==> config.mk <==
export PLATFORM = sky130hd
export DESIGN_NAME = phase_cmp_lock
export DESIGN_NICKNAME = d
export VERILOG_FILES = /design/src/rtl/pfd_pkg.sv /design/src/rtl/pfd_control.sv /design/src/rtl/pfd_datapath.sv /design/src/rtl/phase_cmp_lock.sv
export SDC_FILE = /design/constraint.sdc
export NUM_CORES = 1
export LEC_CHECK = 0
export BUFFER_PORTS_ARGS = -buffer_cell sky130_fd_sc_hd__buf_2
export CORE_MARGIN = 2
export CORE_UTILIZATION = 40
export CTS_CLUSTER_DIAMETER = 40
export DETAILED_ROUTE_END_ITERATION = 10
export GPL_ROUTABILITY_DRIVEN = 0
export PLACE_DENSITY = 0.62
export SETUP_SLACK_MARGIN = 0.05
export SLEW_MARGIN = 20
export SYNTH_ARGS = -nofsm -noshare
export SYNTH_HDL_FRONTEND = slang
export SYNTH_SLANG_ARGS = --single-unit
==> constraint.sdc <==
create_clock -name clk -period 2.7 [get_ports clk]
set_input_delay 0 -clock clk [delete_from_list [all_inputs] [get_ports clk]]
set_output_delay 0 -clock clk [all_outputs]
set_load 0.02 [all_outputs]
==> src/rtl/pfd_pkg.sv <==
package pfd_pkg;

  // Strobes from the control section to the datapath
  typedef struct packed {
    logic pumpHold;  // detector output masked
    logic forceSrc;  // source forced on
    logic forceSnk;  // sink forced on
    logic tpEn;      // test pin driven digitally
    logic tpSel;     // 0 reference, 1 divider
  } pumpCtl_t;

  localparam logic [1:0] GRP_NORMAL = 2'b00;
  localparam logic [1:0] GRP_HOLD   = 2'b01;
  localparam logic [1:0] GRP_PROBE  = 2'b10;
  localparam logic [1:0] GRP_FORCE  = 2'b11;

  localparam logic [2:0] CODE_AT_RESET = 3'b010;

endpackage

==> src/rtl/pfd_control.sv <==
module pfd_control
  import pfd_pkg::*;
#(
  parameter int LOCK_CNT = 8
) (
  input  logic       clk,
  input  logic       rstN,
  input  logic [2:0] testCode,
  input  logic       cpHigh,
  input  logic       cmpDone,
  input  logic       widthOver,
  output pumpCtl_t   ctl,
  output logic       curHigh,
  output logic       lockFlag
);

  localparam int GW = $clog2(LOCK_CNT + 1);

  logic [2:0]    codeReg;
  logic [GW-1:0] goodCnt;
  logic          goodPulse;

  always_ff @(posedge clk or negedge rstN) begin
    if (!rstN) begin
      codeReg <= CODE_AT_RESET;
      curHigh <= 1'b1;
    end else begin
      codeReg <= testCode;
      curHigh <= cpHigh;
    end
  end

  always_comb begin
    ctl = '0;
    unique case (codeReg[2:1])
      GRP_NORMAL: ctl.pumpHold = 1'b0;
      GRP_HOLD:   ctl.pumpHold = 1'b1;
      GRP_PROBE: begin
        ctl.pumpHold = 1'b1;
        ctl.tpEn     = 1'b1;
        ctl.tpSel    = codeReg[0];
      end
      GRP_FORCE: begin
        ctl.pumpHold = 1'b1;
        ctl.forceSrc = codeReg[0];
        ctl.forceSnk = ~codeReg[0];
      end
      default: ctl = '0;
    endcase
  end

  assign goodPulse = cmpDone & ~widthOver;

  always_ff @(posedge clk or negedge rstN) begin
    if (!rstN) begin
      goodCnt  <= '0;
      lockFlag <= 1'b0;
    end else if (widthOver) begin
      goodCnt  <= '0;
      lockFlag <= 1'b0;
    end else if (goodPulse) begin
      if (int'(goodCnt) < LOCK_CNT) goodCnt <= goodCnt + 1'b1;
      if (int'(goodCnt) + 1 >= LOCK_CNT) lockFlag <= 1'b1;
    end
  end

  AST_LOCK_DROP: assert property (@(posedge clk) disable iff (!rstN)
    widthOver |=> !lockFlag);

  AST_LOCK_RISE: assert property (@(posedge clk) disable iff (!rstN)
    $rose(lockFlag) |-> $past(goodPulse));

endmodule

==> src/rtl/pfd_datapath.sv <==
module pfd_datapath
  import pfd_pkg::*;
#(
  parameter int LOCK_WIN = 2
) (
  input  logic     clk,
  input  logic     rstN,
  input  logic     refIn,
  input  logic     divIn,
  input  pumpCtl_t ctl,
  output logic     srcEn,
  output logic     snkEn,
  output logic     tpEn,
  output logic     tpSel,
  output logic     cmpDone,
  output logic     widthOver
);

  localparam int CNT_MAX = LOCK_WIN + 1;
  localparam int CW      = $clog2(CNT_MAX + 1);

  logic          refPrev, divPrev;
  logic          refEdge, divEdge;
  logic          srcFf, snkFf;
  logic          srcSet, snkSet;
  logic          errActive;
  logic [CW-1:0] widthCnt;

  assign refEdge = refIn & ~refPrev;
  assign divEdge = divIn & ~divPrev;

  assign srcSet  = srcFf | divEdge;
  assign snkSet  = snkFf | refEdge;
  assign cmpDone = srcSet & snkSet;

  always_ff @(posedge clk or negedge rstN) begin
    if (!rstN) begin
      refPrev <= 1'b0;
      divPrev <= 1'b0;
      srcFf   <= 1'b0;
      snkFf   <= 1'b0;
    end else begin
      refPrev <= refIn;
      divPrev <= divIn;
      srcFf   <= srcSet & ~cmpDone;
      snkFf   <= snkSet & ~cmpDone;
    end
  end

  assign errActive = srcFf | snkFf;
  assign widthOver = errActive && (int'(widthCnt) + 1 > LOCK_WIN);

  always_ff @(posedge clk or negedge rstN) begin
    if (!rstN) begin
      widthCnt <= '0;
    end else if (cmpDone || !errActive) begin
      widthCnt <= '0;
    end else if (widthCnt != CW'(CNT_MAX)) begin
      widthCnt <= widthCnt + 1'b1;
    end
  end

  assign srcEn = ctl.forceSrc | (~ctl.pumpHold & srcFf);
  assign snkEn = ctl.forceSnk | (~ctl.pumpHold & snkFf);
  assign tpEn  = ctl.tpEn;
  assign tpSel = ctl.tpSel;

  AST_NOT_BOTH: assert property (@(posedge clk) disable iff (!rstN)
    !(srcEn && snkEn));

  AST_SRC_HOLD: assert property (@(posedge clk) disable iff (!rstN)
    (srcFf && !refEdge) |=> srcFf);

  AST_FF_EXCL: assert property (@(posedge clk) disable iff (!rstN)
    !(srcFf && snkFf));

endmodule

==> src/rtl/phase_cmp_lock.sv <==
module phase_cmp_lock
  import pfd_pkg::*;
#(
  parameter int LOCK_WIN = 2,
  parameter int LOCK_CNT = 8
) (
  input  logic       clk,
  input  logic       rstN,
  input  logic       refIn,
  input  logic       divIn,
  input  logic [2:0] testCode,
  input  logic       cpHigh,
  output logic       pumpSrcEn,
  output logic       pumpSnkEn,
  output logic       pumpCurHigh,
  output logic       testPinSel,
  output logic       testPinEn,
  output logic       lockFlag
);

  pumpCtl_t ctl;
  logic     cmpDone;
  logic     widthOver;

  pfd_control #(.LOCK_CNT(LOCK_CNT)) uCtl (
    .clk       (clk),
    .rstN      (rstN),
    .testCode  (testCode),
    .cpHigh    (cpHigh),
    .cmpDone   (cmpDone),
    .widthOver (widthOver),
    .ctl       (ctl),
    .curHigh   (pumpCurHigh),
    .lockFlag  (lockFlag)
  );

  pfd_datapath #(.LOCK_WIN(LOCK_WIN)) uDp (
    .clk       (clk),
    .rstN      (rstN),
    .refIn     (refIn),
    .divIn     (divIn),
    .ctl       (ctl),
    .srcEn     (pumpSrcEn),
    .snkEn     (pumpSnkEn),
    .tpEn      (testPinEn),
    .tpSel     (testPinSel),
    .cmpDone   (cmpDone),
    .widthOver (widthOver)
  );

  AST_TP_QUIET: assert property (@(posedge clk) disable iff (!rstN)
    testPinEn |-> (!pumpSrcEn && !pumpSnkEn));

endmodule

Word level (Yosys, flattened, before mapping)
Cells that the tools add are included.
Word-level totals
  flip-flop bits (word level): 15
  bits in latches: 0
  bits in writable memories: 0
  ROM bits: 0
  input port bits: 8
  memories: 0
Operators by class
  $add $sub $neg: 4
  multipliers: 0
  divide/modulo/power cells: 0
  order comparisons: 3
  equal/unequal tests: 4
  shift-type cells: 0
  multiplexer cells: 11
  bitwise logic cells: 19
  reductions and logical operators: 11
Operator list (count)
  greater-or-equal comparator 32 x 5 -> 1 bit, second input constant: 1
  greater-than comparator 32 x 3 -> 1 bit, second input constant: 1
  2-to-1 mux 4 bit: 3
  AND 1 bit: 8
  2-to-1 mux 2 bit: 4
  nonzero test 2 bit: 4
  NOT 1 bit: 6
  adder 4 x 1 -> 5 bit, second input constant: 1
  bitwise OR 1 bit: 5
  adder 4 x 1 -> 4 bit, second input constant: 1
  equality test 2 bit, second input constant: 2
  less-than comparator 4 bit, second input constant: 1
  AND reduction 2 bit: 2
  adder 2 x 1 -> 3 bit, second input constant: 1
  2-to-1 mux 1 bit: 3
  OR reduction 3 bit: 1
  adder 2 x 1 -> 2 bit, second input constant: 1
  equality test 2 x 1 -> 1 bit, second input constant: 1
  logical NOT 2 bit: 1
  != test 2 bit, second input constant: 1
  one-hot mux 1 bit (2 select lines): 1
  logical AND 1 bit: 1
  logical NOT 1 bit: 1
  logical OR 1 bit: 1

Logic depth before layout (Yosys ltp)
  word-level depth: 7
  mapped depth: 6

By module
A second synthesis with hierarchy kept.
Second synthesis, totals
  cells, all modules: 64
  area, all modules: 720.7 um^2
Modules (own cells, without submodules)
  pfd_control: times used 1, cells each 32, area each 392.9 um^2
  pfd_datapath: times used 1, cells each 32, area each 327.8 um^2

Least setup slack after synthesis
No wires, ideal clock.
  path kind: register -> register
  from: reg uDp.widthCnt[0]
  to: reg uCtl.lockFlag
  setup time: 129 ps
  data arrival time: 1151 ps
  data required time: 2571 ps
  slack: 1420 ps
  stages on the path, launching flop included: 6
  buffers on the path: 1
  period minus slack after synthesis: 1280 ps
  cells stage by stage: dfrtp_1 -> ha_1 -> or2_1 -> buf_2 -> o21ai_1 -> o41ai_2
On the way
  longest elaborated chain between the ends: 7
  elaborated cells on any way between the ends: 9
RTL lines
  start, declared: RTL line pfd_datapath.sv:27  | logic [CW-1:0] widthCnt;
  start signal, assigned: RTL line pfd_datapath.sv:59  | widthCnt <= widthCnt + 1'b1;
  adder 2 x 1 -> 3 bit *: RTL line pfd_datapath.sv:51  | assign widthOver = errActive && (int'(widthCnt) + 1 > LOCK_WIN);
  greater-than comparator 32 x 3 -> 1 bit *: RTL line pfd_datapath.sv:51
  logical AND 1 bit *: RTL line pfd_datapath.sv:51
  NOT 1 bit: RTL line pfd_control.sv:52  | assign goodPulse = cmpDone & ~widthOver;
  AND 1 bit: RTL line pfd_control.sv:52
  nonzero test 2 bit (no line)
  AND reduction 2 bit (no line)
  end, declared: RTL line pfd_control.sv:14  | output logic lockFlag
Every way passes the cells marked *; elsewhere a longest branch is shown, timed or not.
A chain may end at the register's enable or synchronous reset.

Worst setup path after layout
  from: reg uDp.widthCnt[0]
  to: reg uCtl.goodCnt[1]
On the way
  longest elaborated chain between the ends: 7
  elaborated cells on any way between the ends: 9
RTL lines
  adder 2 x 1 -> 3 bit *: RTL line pfd_datapath.sv:51
  greater-than comparator 32 x 3 -> 1 bit *: RTL line pfd_datapath.sv:51
  logical AND 1 bit *: RTL line pfd_datapath.sv:51
  NOT 1 bit: RTL line pfd_control.sv:52
  AND 1 bit: RTL line pfd_control.sv:52
  nonzero test 2 bit (no line)
  AND reduction 2 bit (no line)
  end, declared: RTL line pfd_control.sv:20  | logic [GW-1:0] goodCnt;
Marked as above.

==> results.cfg <==
[critical_path]
startpoint_type = flop
path_delay_family = flip-flops
crit_path_end_kind = flop
critPathBufInv = 1
crit_slowest_cell = dfrtp_1
crit_chain = inv_1 > ha_1 > or2_1 > o21ai_0 > mux2i_1
cp_data_arrival_time_ns = 1.52
path_depth = 5
rrSetupSlack_ns = 1.34
path_max_fanout = 8
required_ns = 2.86
worst_r2r_endpoint = uCtl.goodCnt[1]$_DFFE_PN0P_
worstReg2RegStart = uDp.widthCnt[0]$_DFFE_PN0P_
critical-path-max-stage-delay_ns = 0.42
cp-startpoint = uDp.widthCnt[0]$_DFFE_PN0P_
r2r_cells = 5
worstSetupPathType = flop to flop
endpoint = uCtl.goodCnt[1]$_DFFE_PN0P_

[power]
seqPwrFrac = 0.491
p_leak_nw = 0.465
ir_drop_uv = 392
pwr-share-comb = 0.318
powerDensity_nw_per_um2 = 686
switching_share = 0.354
clkPwrFrac = 0.191
p_int_mw = 0.427
power_switching_mw = 0.234

[sta]
maxSlewViolCount = 0
setup_violations = 0
rsz0062_at_grt = false
relSlewSlack = 0.738
fin_hold_ws_ns = 0.138
hold_violations = 0
worst_pin_slew_ns = 0.393
fmax_mhz = 734
period_share = 0.505
skew_ns = 0.00683
finalCriticalPeriod_ns = 1.36
fin_tns_setup_ns = 0

[synth]
synth-edff-count = 0
synth.yosys.seq_area_share = 0.476
syn-cell-area_um2 = 795
syn_inst = 68
netlist.area_leader.share = 0.409
async_reset_ff_frac = 1.00
synth_area_leaders = dfrtp_1, ha_1, dfstp_2
ys_seq_elements = 15
synth_area_leader_cell = dfrtp_1
syn_area_per_cell_um2 = 11.7
ys.flop_type = dfrtp_1
yosys_warnings = 0
synth_nets = 81
synth_cell_type_count = 28

[cts]
clk_pin_slew_ns = 0.09
clk_latency_ns = 0.28
postCtsSetupRepairBufs = 0
clockBufferDepth = 2
tritoncts = built
root_buffer = clkbuf_4
htreeDepth = 1
cts_buffers = 3
cts_resized = 0
cts_sinks = 15

[cells_and_area]
final_cell_mix = buf_2, dfrtp_1, dlygate4sd3_1
n_fill_cell = 186
area_growth_pct = 21.1
nNetsFinal = 103
drive_gt1_frac = 0.281
num_antenna_cells = 0

[route]
wl_per_cell_um = 11.2
drc = 0
vias_per_cell = 4.93
wl_mm = 1.30
drt_iter0_markers = 2
vias = 572
drtAntennaViolNets = 0
dr.pass1.iters = 4

[global_route]
grt.total_usage = 0.128
antenna_found_initial = 0
grt_first_pass_wirelength_mm = 2.30
grt_pass1_vias = 551
overflow = 0
grt_max_degree = 16

[floorplan]
die_h_um = 48.6
core_um2 = 1920
initial_utilization = 0.413
fp.dieW_um = 48.6
fp-row-count = 16
dieArea_um2 = 2360
pin_count = 14

[placement]
portBuffers = 13
dp_hpwl_um = 982

[flow_run]
drv_cap = 0

[status]
outcome = completed

[hold_path]
hold_path.class = input port to asynchronous set/reset pin
==> sequential cells by signal, indices dropped and copies added, names as in the netlist <==
register and flops:
uCtl.goodCnt 4, uCtl.codeReg 3, uDp.widthCnt 2, uCtl.curHigh 1
uCtl.lockFlag 1, uDp.divPrev 1, uDp.refPrev 1, uDp.snkFf 1
uDp.srcFf 1
==> worst register-to-register path, delay by kind of cell, from the launching register on <==
kind,cells,cell delay (ns)
AOI/OAI and AO/OA,1,0.18
and+or+nand+nor,1,0.30
buffers and inverters,1,0.06
DFF,1,0.42
muxes,1,0.10
adders and majority gates,1,0.18
==> worst min-delay path by stage <==
stage	endpoint	from	cells past startpoint
2_1_floorplan	uCtl.codeReg[0]$_DFF_PN0_	rstN	0
3_3_place_gp	uDp.divPrev$_DFF_PN0_	rstN	1
3_5_place_dp	uDp.snkFf$_DFF_PN0_	rstN	1
4_1_cts	uDp.refPrev$_DFF_PN0_	rstN	2
5_1_grt	uDp.refPrev$_DFF_PN0_	rstN	2
6_report	uDp.refPrev$_DFF_PN0_	rstN	2
==> layer usage <==
layer / GRT usage / share of wire
met5: 0 / 0
met4: 0.0571 / 0.016
met1: 0.149 / 0.44
met2: 0.211 / 0.50
met3: 0.0463 / 0.036
==> power by group through the flow <==
stage | registers (mW) | logic, mW | clock network (mW)
6_report | 0.324 | 0.210 | 0.126
5_1_grt | 0.332 | 0.240 | 0.140
4_1_cts | 0.325 | 0.214 | 0.131
3_5_place_dp | 0.327 | 0.207 | 0
3_3_place_gp | 0.324 | 0.198 | 0
2_1_floorplan | 0.313 | 0.176 | 0
==> synthesized netlist by cell type (2+ instances only) <==
cell / instances
buf_6: 2
dfrtp_1: 13
dfstp_2: 2
ha_1: 5
inv_1: 3
mux2i_1: 5
nand2_1: 4
nor2_1: 3
nor2b_1: 2
nor2b_4: 2
nor3_1: 4
o21ai_0: 5
o21bai_1: 2
o221ai_1: 2
==> final cells by class <==
type	count	area (um2)	share of cell area
Clock buffer	4	26.3	0.0273
Inverter	3	11.3	0.0117
Multi-Input combinational cell	47	378	0.393
Sequential cell	15	378	0.393
Tap cell	27	33.8	0.0351
Timing Repair Buffer	20	135	0.140
==> repair_timing <==
action | 4_1_cts | 5_1_grt
hold endpoints to repair | 21 | 0
hold buffers | 7 | 0
endpoints found under the setup margin | 0 | 0
==> kinds of logic (layout without fill, tap and decap cells) <==
group | after synthesis | count (layout) | share of synthesized area
buf+inv | 6 | 27 | 0.0488
mux | 5 | 5 | 0.0630
xor+xnor | 1 | 1 | 0.0110
fa+ha+maj | 5 | 5 | 0.0787
simple gates | 22 | 22 | 0.180
compound gates | 14 | 14 | 0.143
flops | 15 | 15 | 0.476
==> per-stage QoR <==
stage / cells / total power, mW / worst slack, ns / util / instance area [um2]
2_1_floorplan: 68 / 0.489 / 1.42 / - / 795
3_3_place_gp: 105 / 0.523 / 1.40 / 0.451 / 866
3_5_place_dp: 105 / 0.534 / 1.35 / 0.451 / 866
4_1_cts: 116 / 0.669 / 1.34 / 0.501 / 962
5_1_grt: 116 / 0.712 / 1.24 / 0.501 / 962
6_report: 116 / 0.660 / 1.34 / 0.501 / 962
(Power assumes the default switching activity.)
